==> config.mk <==
export PLATFORM = sky130hd
export DESIGN_NAME = sdram_boot_seq
export DESIGN_NICKNAME = d
export VERILOG_FILES = /design/src/rtl/sdram_boot_pkg.sv /design/src/rtl/sdram_boot_timer.sv /design/src/rtl/sdram_boot_fsm.sv /design/src/rtl/sdram_boot_drive.sv /design/src/rtl/sdram_boot_seq.sv
export SDC_FILE = /design/constraint.sdc
export NUM_CORES = 1
export LEC_CHECK = 0
export BUFFER_PORTS_ARGS = -buffer_cell sky130_fd_sc_hd__buf_2
export CAP_MARGIN = 20
export CORE_MARGIN = 1
export CORE_UTILIZATION = 45
export CTS_CLUSTER_SIZE = 30
export DETAILED_ROUTE_END_ITERATION = 6
export HOLD_SLACK_MARGIN = 0.03
export PLACE_DENSITY = 0.66
export REMOVE_ABC_BUFFERS = 1
export SYNTH_ARGS = -nofsm -noshare
export SYNTH_HDL_FRONTEND = slang
export SYNTH_SLANG_ARGS = --single-unit
==> constraint.sdc <==
create_clock -name clk -period 7.9 [get_ports clk]
set_input_delay 0.79 -clock clk [delete_from_list [all_inputs] [get_ports clk]]
set_output_delay 0.79 -clock clk [all_outputs]
set_load 0.01 [all_outputs]
==> src/rtl/sdram_boot_pkg.sv <==
package sdram_boot_pkg;

    localparam int ADDR_W = 12;
    localparam int BA_W   = 2;
    localparam int MODE_W = 7;
    localparam int AP_BIT = 10;

    typedef enum logic [1:0] {
        CMD_NOP = 2'd0,
        CMD_PRE = 2'd1,
        CMD_REF = 2'd2,
        CMD_MRS = 2'd3
    } boot_cmd_e;

    typedef enum logic [3:0] {
        PH_STAB    = 4'd0,
        PH_LEAD    = 4'd1,
        PH_PRE     = 4'd2,
        PH_GAP_RP  = 4'd3,
        PH_REF     = 4'd4,
        PH_GAP_RC  = 4'd5,
        PH_MRS     = 4'd6,
        PH_GAP_MRD = 4'd7,
        PH_DONE    = 4'd8
    } boot_phase_e;

    typedef struct packed {
        logic              cs_n;
        logic              ras_n;
        logic              cas_n;
        logic              we_n;
        logic [BA_W-1:0]   ba;
        logic [ADDR_W-1:0] addr;
    } cmd_bus_t;

    function automatic int max2(input int a, input int b);
        return (a > b) ? a : b;
    endfunction

    function automatic cmd_bus_t encode_cmd(input boot_cmd_e c, input logic [MODE_W-1:0] m);
        cmd_bus_t b;
        b.cs_n  = 1'b0;
        b.ras_n = 1'b1;
        b.cas_n = 1'b1;
        b.we_n  = 1'b1;
        b.ba    = '0;
        b.addr  = '0;
        case (c)
            CMD_PRE: begin
                b.ras_n        = 1'b0;
                b.we_n         = 1'b0;
                b.addr[AP_BIT] = 1'b1;
            end
            CMD_REF: begin
                b.ras_n = 1'b0;
                b.cas_n = 1'b0;
            end
            CMD_MRS: begin
                b.ras_n = 1'b0;
                b.cas_n = 1'b0;
                b.we_n  = 1'b0;
                b.addr  = {{(ADDR_W-MODE_W){1'b0}}, m};
            end
            default: ;
        endcase
        return b;
    endfunction

    function automatic logic bus_is_nop(input cmd_bus_t b);
        return !b.cs_n && b.ras_n && b.cas_n && b.we_n;
    endfunction

endpackage

==> src/rtl/sdram_boot_timer.sv <==
module sdram_boot_timer #(
    parameter int CNT_W   = 8,
    parameter int RST_VAL = 0
) (
    input  logic             clk,
    input  logic             rst,
    input  logic             load,
    input  logic [CNT_W-1:0] load_val,
    output logic             zero
);
    logic [CNT_W-1:0] cnt_q;

    always_ff @(posedge clk) begin
        if (rst) begin
            cnt_q <= CNT_W'(RST_VAL);
        end else if (load) begin
            cnt_q <= load_val;
        end else if (cnt_q != '0) begin
            cnt_q <= cnt_q - CNT_W'(1);
        end
    end

    assign zero = (cnt_q == '0);

    // an unloaded, non-zero count steps down by one each cycle
    p_timer_step_r5: assert property (@(posedge clk) disable iff (rst)
        (!load && cnt_q != '0) |=> (cnt_q == $past(cnt_q) - CNT_W'(1)));

    // a drained counter stays drained until reloaded
    p_timer_hold_r8: assert property (@(posedge clk) disable iff (rst)
        (!load && cnt_q == '0) |=> (cnt_q == '0));
endmodule

==> src/rtl/sdram_boot_fsm.sv <==
module sdram_boot_fsm
    import sdram_boot_pkg::*;
#(
    parameter int CKE_LEAD  = 1,
    parameter int T_RP_CYC  = 8,
    parameter int T_RC_CYC  = 23,
    parameter int N_REF     = 8,
    parameter int T_MRD_CYC = 2,
    parameter int CNT_W     = 8,
    parameter int REF_W     = 4
) (
    input  logic             clk,
    input  logic             rst,
    input  logic             zero,
    output logic             load,
    output logic [CNT_W-1:0] load_val,
    output boot_cmd_e        cmd,
    output logic             cke_req,
    output logic             done_req
);
    localparam logic [CNT_W-1:0] LEAD_LD = CNT_W'(CKE_LEAD - 1);
    localparam logic [CNT_W-1:0] RP_LD   = CNT_W'(T_RP_CYC - 2);
    localparam logic [CNT_W-1:0] RC_LD   = CNT_W'(T_RC_CYC - 2);
    localparam logic [CNT_W-1:0] MRD_LD  = CNT_W'(T_MRD_CYC - 2);
    localparam logic [REF_W-1:0] REF_LAST = REF_W'(N_REF);

    boot_phase_e      phase_q, phase_d;
    logic [REF_W-1:0] ref_q;
    logic             ref_inc;

    always_comb begin
        phase_d  = phase_q;
        load     = 1'b0;
        load_val = '0;
        cmd      = CMD_NOP;
        cke_req  = 1'b1;
        done_req = 1'b0;
        ref_inc  = 1'b0;
        case (phase_q)
            PH_STAB: begin
                cke_req = 1'b0;
                if (zero) begin
                    phase_d  = PH_LEAD;
                    load     = 1'b1;
                    load_val = LEAD_LD;
                end
            end
            PH_LEAD: begin
                if (zero) phase_d = PH_PRE;
            end
            PH_PRE: begin
                cmd      = CMD_PRE;
                load     = 1'b1;
                load_val = RP_LD;
                phase_d  = PH_GAP_RP;
            end
            PH_GAP_RP: begin
                if (zero) phase_d = PH_REF;
            end
            PH_REF: begin
                cmd      = CMD_REF;
                ref_inc  = 1'b1;
                load     = 1'b1;
                load_val = RC_LD;
                phase_d  = PH_GAP_RC;
            end
            PH_GAP_RC: begin
                if (zero) phase_d = (ref_q == REF_LAST) ? PH_MRS : PH_REF;
            end
            PH_MRS: begin
                cmd      = CMD_MRS;
                load     = 1'b1;
                load_val = MRD_LD;
                phase_d  = PH_GAP_MRD;
            end
            PH_GAP_MRD: begin
                if (zero) phase_d = PH_DONE;
            end
            PH_DONE: begin
                done_req = 1'b1;
            end
            default: phase_d = PH_STAB;
        endcase
    end

    always_ff @(posedge clk) begin
        if (rst) begin
            phase_q <= PH_STAB;
            ref_q   <= '0;
        end else begin
            phase_q <= phase_d;
            if (ref_inc) ref_q <= ref_q + REF_W'(1);
        end
    end

    // a refresh is never issued once the full count is reached
    p_ref_bound_r5: assert property (@(posedge clk) disable iff (rst)
        (phase_q == PH_REF) |-> (ref_q < REF_LAST));

    // the mode write only follows the complete refresh burst
    p_mrs_after_refs_r6: assert property (@(posedge clk) disable iff (rst)
        (phase_q == PH_MRS) |-> (ref_q == REF_LAST));

    // the finished phase is terminal
    p_done_terminal_r8: assert property (@(posedge clk) disable iff (rst)
        (phase_q == PH_DONE) |=> (phase_q == PH_DONE));
endmodule

==> src/rtl/sdram_boot_drive.sv <==
module sdram_boot_drive
    import sdram_boot_pkg::*;
(
    input  logic              clk,
    input  logic              rst,
    input  logic [MODE_W-1:0] mode_word,
    input  boot_cmd_e         cmd,
    input  logic              cke_req,
    input  logic              done_req,
    output logic              cke_o,
    output cmd_bus_t          bus_o,
    output logic              done_o
);
    logic [MODE_W-1:0] mode_q;

    always_ff @(posedge clk) begin
        if (rst) begin
            mode_q <= mode_word;
            cke_o  <= 1'b0;
            bus_o  <= encode_cmd(CMD_NOP, '0);
            done_o <= 1'b0;
        end else begin
            cke_o  <= cke_req;
            bus_o  <= encode_cmd(cmd, mode_q);
            done_o <= done_req;
        end
    end

    // clock enable never drops once raised
    p_cke_hold_r2: assert property (@(posedge clk) disable iff (rst)
        cke_o |=> cke_o);

    // a command needs clock enable high in the cycle before it
    p_cmd_needs_cke_r2: assert property (@(posedge clk) disable iff (rst)
        !$past(cke_o) |-> bus_is_nop(bus_o));

    // done is sticky and the bus is idle while it is high
    p_done_sticky_r8: assert property (@(posedge clk) disable iff (rst)
        done_o |=> done_o);
    p_quiet_after_done_r8: assert property (@(posedge clk) disable iff (rst)
        done_o |-> (bus_is_nop(bus_o) && cke_o));

    // captured mode word is frozen outside reset
    p_mode_frozen_r7: assert property (@(posedge clk) disable iff (rst)
        1'b1 |=> $stable(mode_q));

    // a precharge on the bus always closes all banks
    p_pre_all_r3: assert property (@(posedge clk) disable iff (rst)
        (!bus_o.cs_n && !bus_o.ras_n && bus_o.cas_n && !bus_o.we_n) |-> bus_o.addr[AP_BIT]);
endmodule

==> src/rtl/sdram_boot_seq.sv <==
module sdram_boot_seq
    import sdram_boot_pkg::*;
#(
    parameter int STAB_CYC  = 50_000_000,
    parameter int CKE_LEAD  = 1,
    parameter int T_RP_CYC  = 8,
    parameter int T_RC_CYC  = 23,
    parameter int N_REF     = 8,
    parameter int T_MRD_CYC = 2
) (
    input  logic              clk,
    input  logic              rst,
    input  logic [MODE_W-1:0] mode_word,
    output logic              cke,
    output logic              cs_n,
    output logic              ras_n,
    output logic              cas_n,
    output logic              we_n,
    output logic [BA_W-1:0]   ba,
    output logic [ADDR_W-1:0] addr,
    output logic              done
);
    localparam int MAX_WAIT = max2(max2(STAB_CYC, CKE_LEAD),
                                   max2(max2(T_RP_CYC, T_RC_CYC), T_MRD_CYC));
    localparam int CNT_W    = $clog2(MAX_WAIT + 1);
    localparam int REF_W    = $clog2(N_REF + 1);

    logic             zero, load, cke_req, done_req;
    logic [CNT_W-1:0] load_val;
    boot_cmd_e        cmd;
    cmd_bus_t         bus;

    sdram_boot_timer #(
        .CNT_W   (CNT_W),
        .RST_VAL (STAB_CYC - 1)
    ) u_timer (
        .clk      (clk),
        .rst      (rst),
        .load     (load),
        .load_val (load_val),
        .zero     (zero)
    );

    sdram_boot_fsm #(
        .CKE_LEAD  (CKE_LEAD),
        .T_RP_CYC  (T_RP_CYC),
        .T_RC_CYC  (T_RC_CYC),
        .N_REF     (N_REF),
        .T_MRD_CYC (T_MRD_CYC),
        .CNT_W     (CNT_W),
        .REF_W     (REF_W)
    ) u_fsm (
        .clk      (clk),
        .rst      (rst),
        .zero     (zero),
        .load     (load),
        .load_val (load_val),
        .cmd      (cmd),
        .cke_req  (cke_req),
        .done_req (done_req)
    );

    sdram_boot_drive u_drive (
        .clk       (clk),
        .rst       (rst),
        .mode_word (mode_word),
        .cmd       (cmd),
        .cke_req   (cke_req),
        .done_req  (done_req),
        .cke_o     (cke),
        .bus_o     (bus),
        .done_o    (done)
    );

    assign cs_n  = bus.cs_n;
    assign ras_n = bus.ras_n;
    assign cas_n = bus.cas_n;
    assign we_n  = bus.we_n;
    assign ba    = bus.ba;
    assign addr  = bus.addr;
endmodule

==> results of run 1 <==
-- power by group --
part	switching (W)	internal, W
logic	0.00000872	0.00000485
registers	0.00000209	0.000282
clock network	0.0000924	0.0000626
-- cells in the mapped netlist (2+ instances only) --
cell and instances:
o21a_1 9, nand2_1 10, and4_1 2, xnor2_1 8, buf_2 2, nor2b_1 2
or2_2 2, xor2_1 8, ha_1 3, o21bai_1 2, nor4_1 11, nor2_1 27
clkbuf_1 6, o21ai_0 11, edfxtp_1 7, a211oi_1 4, or4_1 2, buf_4 7
or4_4 2, nand3_1 5, mux2i_1 2, inv_1 6, o31a_1 4, nand4_1 6
or3_1 6, o211ai_1 3, dfxtp_1 47, a21oi_1 10, clkbuf_2 2, and2_1 9
nor3_1 8
-- layout by cell type (no fill, tap or decap), types with 2 or more instances in the layout --
cell type / n
and2_1: 9
a21oi_1: 10
conb_1: 7
o31a_1: 4
nand4_1: 6
or4_1: 2
o21bai_1: 2
nand2_1: 10
buf_2: 21
o21ai_0: 11
o211ai_1: 3
edfxtp_1: 7
nor2b_1: 2
clkbuf_8: 5
o21a_1: 9
ha_1: 3
or3_1: 6
nor4_1: 11
and4_1: 2
or4_4: 2
nand3_1: 5
nor2_1: 27
a211oi_1: 4
dfxtp_1: 47
xnor2_1: 8
inv_1: 6
nor3_1: 8
or2_2: 2
mux2i_1: 2
xor2_1: 8
-- worst paths after layout --
kind                startpoint           endpoint  depth (start not counted)
max           u_timer.cnt_q[0]  u_timer.cnt_q[13]                          7
min          u_drive.mode_q[0]   u_drive.bus_o[0]                          1
max reg2reg   u_timer.cnt_q[0]  u_timer.cnt_q[13]                          7
min reg2reg  u_drive.mode_q[0]   u_drive.bus_o[0]                          1
-- per-stage QoR --
step | utilization | worst slack, ns | instance area [um^2] | instances
final | 0.509 | 5.08 | 2630 | 344
after global routing | 0.509 | 4.80 | 2630 | 344
after CTS | 0.509 | 5.03 | 2630 | 344
after detailed placement | 0.492 | 5.06 | 2540 | 336
after global placement | 0.492 | 5.14 | 2540 | 336
after floorplan | - | 5.40 | 2350 | 245
-- state kept, by name (all words and copies together), names as in the netlist --
| signal | flops |
|---|---|
| u_drive.mode_q | 7 |
| u_fsm.phase_q | 4 |
| u_fsm.ref_q | 4 |
| u_drive.bus_o | 11 |
| u_timer.cnt_q | 26 |
| u_drive.cke_o | 1 |
| u_drive.done_o | 1 |
-- per-layer routing --
metal	vias up	track usage
met3	4	0.0476
met4	0	0.0494
li1	942	-
met5	-	0
met2	25	0.276
met1	882	0.251
-- logic make-up (layout without fill, tap and decap cells) --
group                      Yosys count  in the layout  share of synthesized area
and+or+nand+nor                    103            103                      0.239
AOI/OAI and AO/OA                   54             54                      0.152
DFF                                 54             54                      0.473
buffers and inverters               24             35                     0.0529
xor gates and xnor gates            16             16                     0.0576
adders and majority gates            3              3                     0.0154
muxes                                2              2                    0.00822
other                                1              7                    0.00154
-- critical path: stages (launching register included) --
cell and delay [ns]:
dfxtp_1 0.35, inv_1 0.06, ha_1 0.19, or4b_1 0.57
or4_4 0.62, o21ai_0 0.35, nand2_1 0.35, o31a_1 0.20
-- cell type report --
class / instances / share of cell area
multi-input combinational: 185 / 0.447
inverter: 6 / 0.00856
sequential: 54 / 0.437
clock inverter: 3 / 0.00760
clock buffer: 5 / 0.0261
tap: 70 / 0.0333
timing repair buffer: 21 / 0.0399
==> key figures, run 1 <==
GRT
  – Gr ovfl total: 0
  – Largest net degree at the start of global routing: 39
  – Vias in the first global route: 1,596
  – Tot GR Track Use: 0.180
  – Antenna violations before repair: 0
  – Global-route wire length before repair: roughly 7700 um

Clocking
  – CTS tree: built
  – Clock Pin Slew Worst Setup and Hold Paths: 0.10 ns
  – Root Buffer: clkbuf_8
  – Setup Fix Bufs, Post-CTS: 0
  – Post-cts sizing count: 0
  – Worst skew pair latency: a little over 0.3 ns
  – Max Root-Sink Buffers: 2
  – # clock sinks: 54
  – H-tree depth: 2
  – Cts hold-fix bufs: 0
  – Cts bufs inserted: 5

Timing
  – Peak Freq: roughly 0.36 GHz
  – Tcrit/Tclk final: 0.356
  – Final min period: 2.82 ns
  – Clock Skew: 0.00512 ns
  – Final Hold Fails: 0
  – Slew Limit Fails: 0
  – RSZ-0062 raised after global routing: false
  – Setup_tns: 0 ns
  – Endpoints failing setup: 0
  – Slew Limit Headroom: 0.438
  – Worst-Margin Slew: 0.835 ns
  – Hold_ws: 0.451 ns

Power
  – VDD IR max: 0.0000972 V
  – Lkg Pwr: 0.911 nW
  – Tot Pwr: 0.000453 W
  – P per Cell Area: 172 nW/um^2

Floorplan
  – Die Y: ~76 um
  – Die X: 75.6 um
  – Core Rows: 26
  – Core Region: ~5200 um^2
  – IO Pins: 29
  – Initial Util: 0.471
  – Die Area: between 5000 and 6000 um^2

Logic synthesis
  – Syn. warnings: 0
  – Cells after Synth: 257
  – Post-Syn Area: between 2000 and 2500 um^2
  – Seq/Total Area, Yosys: 0.473
  – Flops & latches, synth: 54
  – Async set-reset flop share out of synthesis: 0
  – Synth area leader: dfxtp_1
  – Post-synth top flop: dfxtp_1
  – Synthesized area per cell: 9.47 um^2
  – Synth area leaders: dfxtp_1, edfxtp_1, nor2_1
  – Distinct cells, synth: between 50 and 60
  – Post-synth EDFFs: 7
  – Share of the synthesized area in the top cell type: 0.386

Worst setup path
  – R2R setup slack: 5.08 ns
  – Crit Path Category: register to register
  – WP data required: 8.11 ns
  – CP Launch Type: register
  – Crit end category: register
  – Largest fanout on the critical path: 11
  – CP arrival: around 3.0 ns

Routing
  – Initial DRC Count: roughly 100
  – Detailed-router iteration count before antenna repair: 4
  – DR WL met3: around 120 um
  – Highest Signal Layer: met4
  – DR WL/cell: 13.5 um
  – Drt via density: between 5 and 6
  – Number of remaining DRC errors: 0
  – ANT nets after route: 0
  – Routed metal-1 wire length: approximately 2300 um
  – Wirelength, routed: 4630 um
  – Via count: around 1,900
  – Met2 wire len: between 2000 and 2500 um

Finish
  – Fin nets: between 200 and 300
  – Filler cells: ~490
  – Ratio of cells with drive above 1 in the final layout: 0.146
  – Multi-input logic area: roughly 1200 um^2
  – Ant diodes: 0
  – Register Area: roughly 1200 um^2
  – Layout Area Growth over Synthesis: 8.12%

Placed design
  – DP Wirelength: around 3300 um
  – GP Congestion: approximately 0.8
  – IO Port Bufs: 21

Flow run
  – MaxCap Viol Count: 0

Status
  – Outcome: finished, final reports clean

Hold path
  – Min-Delay Path Class: register to register
(Power assumes the default switching activity.)
==> run 2, diff against run 1 <==
--- a/config.mk
+++ b/config.mk
@@ -5,6 +5,7 @@
 export SDC_FILE = /design/constraint.sdc
 export NUM_CORES = 1
 export LEC_CHECK = 0
+export ABC_AREA = 1
 export BUFFER_PORTS_ARGS = -buffer_cell sky130_fd_sc_hd__buf_2
 export CAP_MARGIN = 20
 export CORE_MARGIN = 1
@@ -12,7 +13,7 @@
 export CTS_CLUSTER_SIZE = 30
 export DETAILED_ROUTE_END_ITERATION = 6
 export HOLD_SLACK_MARGIN = 0.03
-export PLACE_DENSITY = 0.66
+export PLACE_DENSITY = 0.68
 export REMOVE_ABC_BUFFERS = 1
 export SYNTH_ARGS = -nofsm -noshare
 export SYNTH_HDL_FRONTEND = slang
==> constraint.sdc (replaced) <==
create_clock -name clk -period 2.3 [get_ports clk]
set_input_delay 0.23 -clock clk [delete_from_list [all_inputs] [get_ports clk]]
set_output_delay 0.23 -clock clk [all_outputs]
set_load 0.01 [all_outputs]
==> run 2 against run 1 <==
  * Area after synthesis increased by 9.0%
  * Final cell count is 34% higher
  * Sequential share of layout area fell by 3.7 points
  * Global-route usage grew 1.3 points
  * Worst hold slack lost 0.36 ns
  * Via count is 26% higher
  * Combinational power grew to 3.8 times the previous value
  * Power grew to 3.5 times the previous value
  * Clock power rose to 3.6 times the previous value
  * Critical path type unchanged
  * Critical endpoint is now u_timer.cnt_q[0]
  * Largest power group unchanged
==> key figures, run 2 <==
Floorplan
  – Initial Util: 0.473 (+0.00250)
  – Die X: 78.8 um (+4.3%)
  – Die Area: 6210 um^2 (+8.8%)
  – Core Rows: 27 (+3.8%)
  – Die Y: 78.8 um (+4.3%)
  – Core Region: 5610 um^2 (+8.4%)
  – IO Pins: 29 (unchanged)

Worst setup path
  – WP data required: 2.50 ns (-5.61 ns)
  – Critical path cell sequence: inv_1 > ha_1 > nand2_2 > nor2_4 > nand2_1 > inv_2 > nand2_2 > a31oi_1 > nand3_1
  – CP max-delay cell: dfxtp_1
  – Crit path from: u_timer.cnt_q[0]
  – Largest fanout on the critical path: 17 (+6)
  – Crit Path Category: register to register
  – Slowest stage delay, CP: 0.33 ns (-0.29 ns)
  – WP buf/inv: 2 (+1)
  – Crit end category: register
  – R2R setup slack: 0.42 ns (-4.67 ns)
  – CP arrival: 2.09 ns (-0.93 ns)
  – CP Launch Type: register
  – Crit-path leading delay family: simple AND/OR/NAND/NOR gates
  – Cell repeated most along the worst path: nand2_2
  – R2R cell count: 9 (+2)
  – Reg2reg end: u_timer.cnt_q[0]
  – Reg-to-Reg Start: u_timer.cnt_q[0]

Placed design
  – IO Port Bufs: 21 (unchanged)
  – Pre-CTS setup slack: 0.430 ns (-4.63 ns)
  – GP Congestion: 0.867 (+8.9%)
  – DP Wirelength: 4120 um (+26%)

Logic synthesis
  – Seq/Total Area, Yosys: 0.434 (-0.0390)
  – Post-synth EDFFs: 7 (unchanged)
  – Most common cell in the netlist: nand2_1
  – Syn. warnings: 0 (unchanged)
  – Synth cell count leaders: nand2_1, nor2_1, dfxtp_1, inv_1, nand3_1
  – Synth area leader: dfxtp_1
  – Post-synth top flop: dfxtp_1
  – Post-Syn Area: 2650 um^2 (+9.0%)
  – Synthesized area per cell: 7.25 um^2 (-23%)
  – Synth area leaders: dfxtp_1, nand2_1, nor2_1
  – Share of the synthesized area in the top cell type: 0.355 (-0.0319)
  – Async set-reset flop share out of synthesis: 0 (unchanged)
  – Distinct cells, synth: 32 (-42%)
  – Cells after Synth: 366 (+42%)
  – Flops & latches, synth: 54 (unchanged)

Power
  – Sequential Power Share: 0.613 (-0.015)
  – Logic gate share of total power: 0.032 (+0.002)
  – Switching share of power: 0.237 (+0.00943)
  – Clock share of power: 0.355 (+0.013)
  – Tot Pwr: 0.00159 W (+250%)
  – Cell internal pwr: 0.00121 W (+250%)
  – VDD IR max: 0.000264 V (+170%)
  – Lkg Pwr: 1.25 nW (+37%)
  – Psw: 0.000377 W (+270%)
  – P per Cell Area: 553 nW/um^2 (+220%)

GRT
  – Global-route wire length before repair: 9520 um (+23%)
  – Tot GR Track Use: 0.193 (+0.0127)
  – Met2 Resource Use GR: 0.330 (+0.0538)
  – Global Route met3 Usage: 0.0322 (-0.0154)
  – Gr ovfl total: 0 (unchanged)
  – Vias in the first global route: 2,133 (+34%)
  – GRT busiest layer: met2
  – Largest net degree at the start of global routing: 24 (-38%)
  – Antenna violations before repair: 0 (unchanged)
  – GR Util met1: 0.256 (+0.00465)

Timing
  – Final Hold Fails: 0 (unchanged)
  – Clock Skew: 0.00582 ns (+0.000696 ns)
  – Endpoints failing setup: 0 (unchanged)
  – RSZ-0062 raised after global routing: false
  – Tcrit/Tclk final: 0.819 (+0.462)
  – Final WS setup: 0.416 ns (-4.67 ns)
  – Final min period: 1.88 ns (-0.932 ns)
  – Slew Limit Fails: 0 (unchanged)
  – Peak Freq: 0.531 GHz (+50%)
  – Setup_tns: 0 ns (unchanged)

Hold path
  – Min-Delay Path Class: primary input to register
  – WHS Path Cells: 1 (unchanged)
  – Hold EP: u_drive.mode_q[6]
  – Min-delay src: mode_word[6]

Clocking
  – Cts hold-fix bufs: 0 (unchanged)
  – Setup Fix Bufs, Post-CTS: 0 (unchanged)
  – Cts bufs inserted: 5 (unchanged)
  – Root Buffer: clkbuf_8
  – Max Root-Sink Buffers: 2 (unchanged)
  – Clock Pin Slew Worst Setup and Hold Paths: 0.11 ns (about the same)
  – CTS tree: built
  – # clock sinks: 54 (unchanged)
  – Worst skew pair latency: 0.31 ns (about the same)
  – H-tree depth: 2 (unchanged)
  – Post-cts sizing count: 0 (unchanged)

Routing
  – Drt via density: 5.08 (-5.7%)
  – Wirelength, routed: 5560 um (+20%)
  – ANT nets after route: 0 (unchanged)
  – Detailed-router iteration count before antenna repair: 5 (+1)
  – Number of remaining DRC errors: 0 (unchanged)
  – DR WL/cell: 12.1 um (-10%)
  – Initial DRC Count: 148 (+51%)
  – Via count: 2,336 (+26%)

Finish
  – Max reg flops: 26 (unchanged)
  – Top reg by flops: u_timer.cnt_q
  – Finished Core Util: 0.513 (+0.00399)
  – Fin nets: 399 (+40%)
  – Commonest non-fill, non-tap cell in the layout: nand2_1
  – Largest registers: u_timer.cnt_q x26, u_drive.bus_o x11, u_drive.mode_q x7
  – Ant diodes: 0 (unchanged)
  – Most frequent cells in the layout: nand2_1, nor2_1, dfxtp_1
  – Ratio of cells with drive above 1 in the final layout: 0.124 (-0.0223)
  – Layout Area Growth over Synthesis: 8.39%
  – Filler cells: 569 (+16%)

Status
  – Outcome: finished, final reports clean

Flow run
  – MaxCap Viol Count: 0 (unchanged)
## run 2: cell types whose count changed after synthesis, moves of 7 or more
cell / change
nand3_1: +23
nand2_1: +73
nor4_1: -11
nand4_1: +16
o21ai_0: -7
inv_1: +32
and2_1: -9
nor2_1: +41
nor2_2: +7
o21a_1: -9
## run 2: worst max path at each step
| stage | cells past startpoint | endpoint | slack (ns) |
|---|---|---|---|
| 6_report | 9 | u_timer.cnt_q[0] | 0.42 |
| 3_5_place_dp | 9 | u_timer.cnt_q[0] | 0.43 |
| 5_1_grt | 9 | u_timer.cnt_q[0] | 0.23 |
| 2_1_floorplan | 9 | u_timer.cnt_q[0] | 0.67 |
| 3_3_place_gp | 9 | u_timer.cnt_q[16] | 0.49 |
| 4_1_cts | 9 | u_timer.cnt_q[0] | 0.42 |
## run 2: routing by layer
layer,vias to the layer above,share of wire
li1,1210,-
met1,1057,0.49
met2,67,0.47
met3,2,0.038
met4,0,0.0054
met5,-,0
## run 2: power by group through the flow
stage               sequential, W  clock (W)  combinational (W)
floorplan                0.000995          0          0.0000306
global placement         0.000996          0          0.0000507
detailed placement       0.000996          0          0.0000514
CTS                      0.000975   0.000581          0.0000515
global route             0.000976   0.000619          0.0000586
finish                   0.000975   0.000564          0.0000516
## run 2: stage by stage
step / instance area, um^2 / hold slack (ns) / std cells
3_5_place_dp: 2780 / 0.408 / 452
2_1_floorplan: 2570 / 0.292 / 357
4_1_cts: 2880 / 0.0829 / 460
6_report: 2880 / 0.0873 / 460
5_1_grt: 2880 / 0.0696 / 460
3_3_place_gp: 2780 / 0.407 / 452
## run 2: kinds of logic (layout without fill, tap and decap cells)
family                   Yosys count  in the layout  synth area share
XOR/XNOR                           5              5            0.0165
buffers and inverters             54             70            0.0957
flip-flops                        54             54             0.434
AO/OA/AOI/OAI                     26             26            0.0608
other                              1              7           0.00141
adder cells (fa/ha/maj)            3              3            0.0141
AND/OR/NAND/NOR                  223            223             0.378
## run 2: area by class of cell
class	instances	area [um^2]	area share
Clock buffer	5	68.8	0.0239
Clock inverter	3	28.8	0.0100
Inverter	39	146	0.0509
Multi-Input combinational cell	264	1270	0.442
Sequential cell	54	1150	0.400
Tap cell	72	90.1	0.0313
Timing Repair Buffer	23	120	0.0418
## run 2: worst reg2reg max path, cell delays in order (launching register included)
cell     delay [ns]
dfxtp_1        0.33
inv_1          0.11
ha_1           0.30
nand2_2        0.14
nor2_4         0.21
nand2_1        0.11
inv_2          0.07
nand2_2        0.21
a31oi_1        0.22
nand3_1        0.08
==> run 3, diff against run 2 <==
--- a/config.mk
+++ b/config.mk
@@ -5,7 +5,7 @@
 export SDC_FILE = /design/constraint.sdc
 export NUM_CORES = 1
 export LEC_CHECK = 0
-export ABC_AREA = 1
+export ABC_AREA = 0
 export BUFFER_PORTS_ARGS = -buffer_cell sky130_fd_sc_hd__buf_2
 export CAP_MARGIN = 20
 export CORE_MARGIN = 1
@@ -13,7 +13,7 @@
 export CTS_CLUSTER_SIZE = 30
 export DETAILED_ROUTE_END_ITERATION = 6
 export HOLD_SLACK_MARGIN = 0.03
-export PLACE_DENSITY = 0.68
+export PLACE_DENSITY = 0.69
 export REMOVE_ABC_BUFFERS = 1
 export SYNTH_ARGS = -nofsm -noshare
 export SYNTH_HDL_FRONTEND = slang
==> constraint.sdc (replaced) <==
create_clock -name clk -period 1.7 [get_ports clk]
set_input_delay 0.17 -clock clk [delete_from_list [all_inputs] [get_ports clk]]
set_output_delay 0.17 -clock clk [all_outputs]
set_load 0.01 [all_outputs]
==> run 3 against run 2 <==
  * The flow now finishes with violations (negative setup slack)
  * Via count decreased by 4.2%
  * Global-route usage increased by 3.7 points
  * Sequential power increased by 35%
  * Register-to-register slack got worse by 1.1 ns
  * Maximum frequency decreased by 21%
  * Power increased by 37%
  * Worst hold slack improved by 0.10 ns
  * Final area increased by 18%
  * Combinational power increased by 140%
  * Core utilization increased by 15 points
==> key figures, run 3 (synthesis results as in run 1) <==
Status
  – Failing checks: negative setup slack
  – Outcome: finished with violations

Timing
  – Final Hold Fails: 0 (unchanged)
  – Endpoints failing setup: 30 (+30)
  – Slew Limit Fails: 0 (unchanged)
  – RSZ-0062 raised after global routing: true
  – Slew Limit Headroom: 0.653
  – Clock Skew: 0.00632 ns (+0.000495 ns)
  – Final min period: 2.39 ns (+0.511 ns)
  – Final WS setup: -0.695 ns (-1.11 ns)
  – Peak Freq: 0.418 GHz (-21%)
  – Worst-Margin Slew: a little over 0.5 ns
  – Tcrit/Tclk final: 1.41 (+0.590)

Clocking
  – Cts bufs inserted: 5 (unchanged)
  – # clock sinks: 54 (unchanged)
  – Worst skew pair latency: 0.32 ns (about the same)
  – Max Root-Sink Buffers: 2 (unchanged)
  – H-tree depth: 2 (unchanged)
  – Clock Pin Slew Worst Setup and Hold Paths: 0.10 ns (about the same)
  – CTS tree: built
  – Root Buffer: clkbuf_8

GRT
  – Gr ovfl total: 0 (unchanged)
  – Largest net degree at the start of global routing: 21 (-13%)
  – Vias in the first global route: 2,119 (-0.66%)
  – Tot GR Track Use: 0.230 (+0.0370)
  – Global-route wire length before repair: 9680 um (+1.7%)
  – Antenna violations before repair: 0 (unchanged)

Placed design
  – Pre-CTS setup slack: -0.798 ns (-1.23 ns)
  – IO Port Bufs: 21 (unchanged)
  – GP Congestion: 0.842 (-2.8%)
  – Placed Cells incl. Taps: 404 (-11%)
  – DP Wirelength: 4130 um (+0.24%)

Power
  – VDD IR max: 0.000359 V (+36%)
  – Lkg Pwr: 1.32 nW (+5.4%)
  – P per Cell Area: 638 nW/um^2 (+15%)

Finish
  – Layout Area Growth over Synthesis: 39.9%
  – Top reg by flops: u_timer.cnt_q
  – Layout Cells excl Fill: 423 (-8.0%)
  – Fin nets: 364 (-8.8%)
  – Commonest non-fill, non-tap cell in the layout: buf_4
  – Largest registers: u_timer.cnt_q x26, u_drive.bus_o x11, u_drive.mode_q x7
  – Ant diodes: 0 (unchanged)
  – Most frequent cells in the layout: buf_4, dfxtp_1, nor2_1
  – Ratio of cells with drive above 1 in the final layout: 0.388 (+0.264)
  – Max reg flops: 26 (unchanged)

Floorplan
  – Core Region: 5170 um^2 (-7.8%)
  – Core Rows: 26 (-3.7%)
  – Die Area: 5710 um^2 (-8.1%)
  – Die X: 75.6 um (-4.1%)
  – Initial Util: 0.471 (-0.00250)
  – IO Pins: 29 (unchanged)
  – Die Y: 75.6 um (-4.1%)

Worst setup path
  – CP arrival: 2.61 ns (+0.52 ns)
  – Reg2reg end: u_timer.cnt_q[13]
  – Crit path from: u_timer.cnt_q[1]
  – Largest fanout on the critical path: 6 (-11)
  – Slowest stage delay, CP: 0.60 ns (+0.27 ns)
  – Reg-to-Reg Start: u_timer.cnt_q[1]
  – CP Launch Type: register
  – CP endpoint: u_timer.cnt_q[13]
  – WP data required: 1.92 ns (-0.58 ns)
  – Critical path cell sequence: inv_2 > ha_4 > or4b_4 > or4_4 > buf_12 > o21ai_4 > nor4_2 > o31a_1
  – R2R setup slack: -0.69 ns (-1.11 ns)
  – R2R cell count: 8 (-1)
  – Crit Path Category: register to register
  – Crit end category: register
  – CP max-delay cell: or4_4

Routing
  – DR WL/cell: 14.8 um (+23%)
  – Wirelength, routed: 6280 um (+13%)
  – Initial DRC Count: 149 (+0.68%)
  – Detailed-router iteration count before antenna repair: 4 (-1)
  – Via count: 2,237 (-4.2%)
  – ANT nets after route: 0 (unchanged)
  – Drt via density: 5.29 (+4.1%)
  – Number of remaining DRC errors: 0 (unchanged)

Hold path
  – Min-Delay Path Class: primary input to register

Flow run
  – MaxCap Viol Count: 0 (unchanged)
[run 3: area by class of cell]
class / count / area [um^2]
fillers: 417 / 1770
flip-flops and latches: 54 / 1150
clock inverters: 2 / 15.0
repair buffers: 99 / 737
clock buffers: 6 / 72.6
well taps: 70 / 87.6
multi-input cells: 186 / 1320
inverters: 6 / 22.5
[run 3: worst min path at each step]
stage / endpoint / slack [ns] / startpoint / cells after the start
3_5_place_dp: u_drive.mode_q[2] / 0.35 / mode_word[2] / 1
3_3_place_gp: u_drive.mode_q[5] / 0.35 / mode_word[5] / 1
5_1_grt: u_drive.bus_o[14] / 0.21 / rst / 3
2_1_floorplan: u_drive.cke_o / 0.24 / rst / 1
4_1_cts: u_drive.bus_o[14] / 0.16 / rst / 3
6_report: u_drive.bus_o[14] / 0.19 / rst / 3
[run 3: where the power goes]
group / internal, W / switching (W) / leakage [nW]
Combinational: 0.0000614 / 0.0000610 / 0.832
Sequential: 0.00131 / 0.00000688 / 0.448
Clock: 0.000291 / 0.000440 / 0.0374
[run 3: metrics by stage]
step                      instance area, um^2  hold WS (ns)  TNS [ns]   util  total power [W]
after floorplan                          2350         0.239    -22.16      -          0.00138
after global placement                   3080         0.347    -19.75  0.595          0.00143
after detailed placement                 3080         0.349    -21.27  0.595          0.00144
after CTS                                3320         0.159    -18.63  0.641          0.00219
after global routing                     3410         0.214    -20.46  0.659          0.00225
final                                    3410         0.190    -18.22  0.659          0.00217
[run 3: timing repair]
action,4_1_cts,5_1_grt
hold buffers,7,0
setup buffers,1,2
pin swaps,9,11
resized for setup,21,18
endpoints found under the hold margin,7,0
gates cloned,0,1
setup endpoints to repair,30,37
[run 3: critical path, delay by kind of cell, from the launching register on]
family | cells | cell delay (ns)
and+or+nand+nor | 3 | 1.12
AOI/OAI and AO/OA | 2 | 0.49
DFF | 1 | 0.33
buffers and inverters | 2 | 0.24
adders and majority gates | 1 | 0.13
[run 3: per-layer routing]
layer  vias up  share of wire  track usage  routed length, um
li1       1105              -            -                  -
met1      1067           0.45        0.289               2800
met2        48           0.50        0.372               3120
met3        17          0.029       0.0556                182
met4         0          0.029        0.111                184
met5         -              0            0                  0
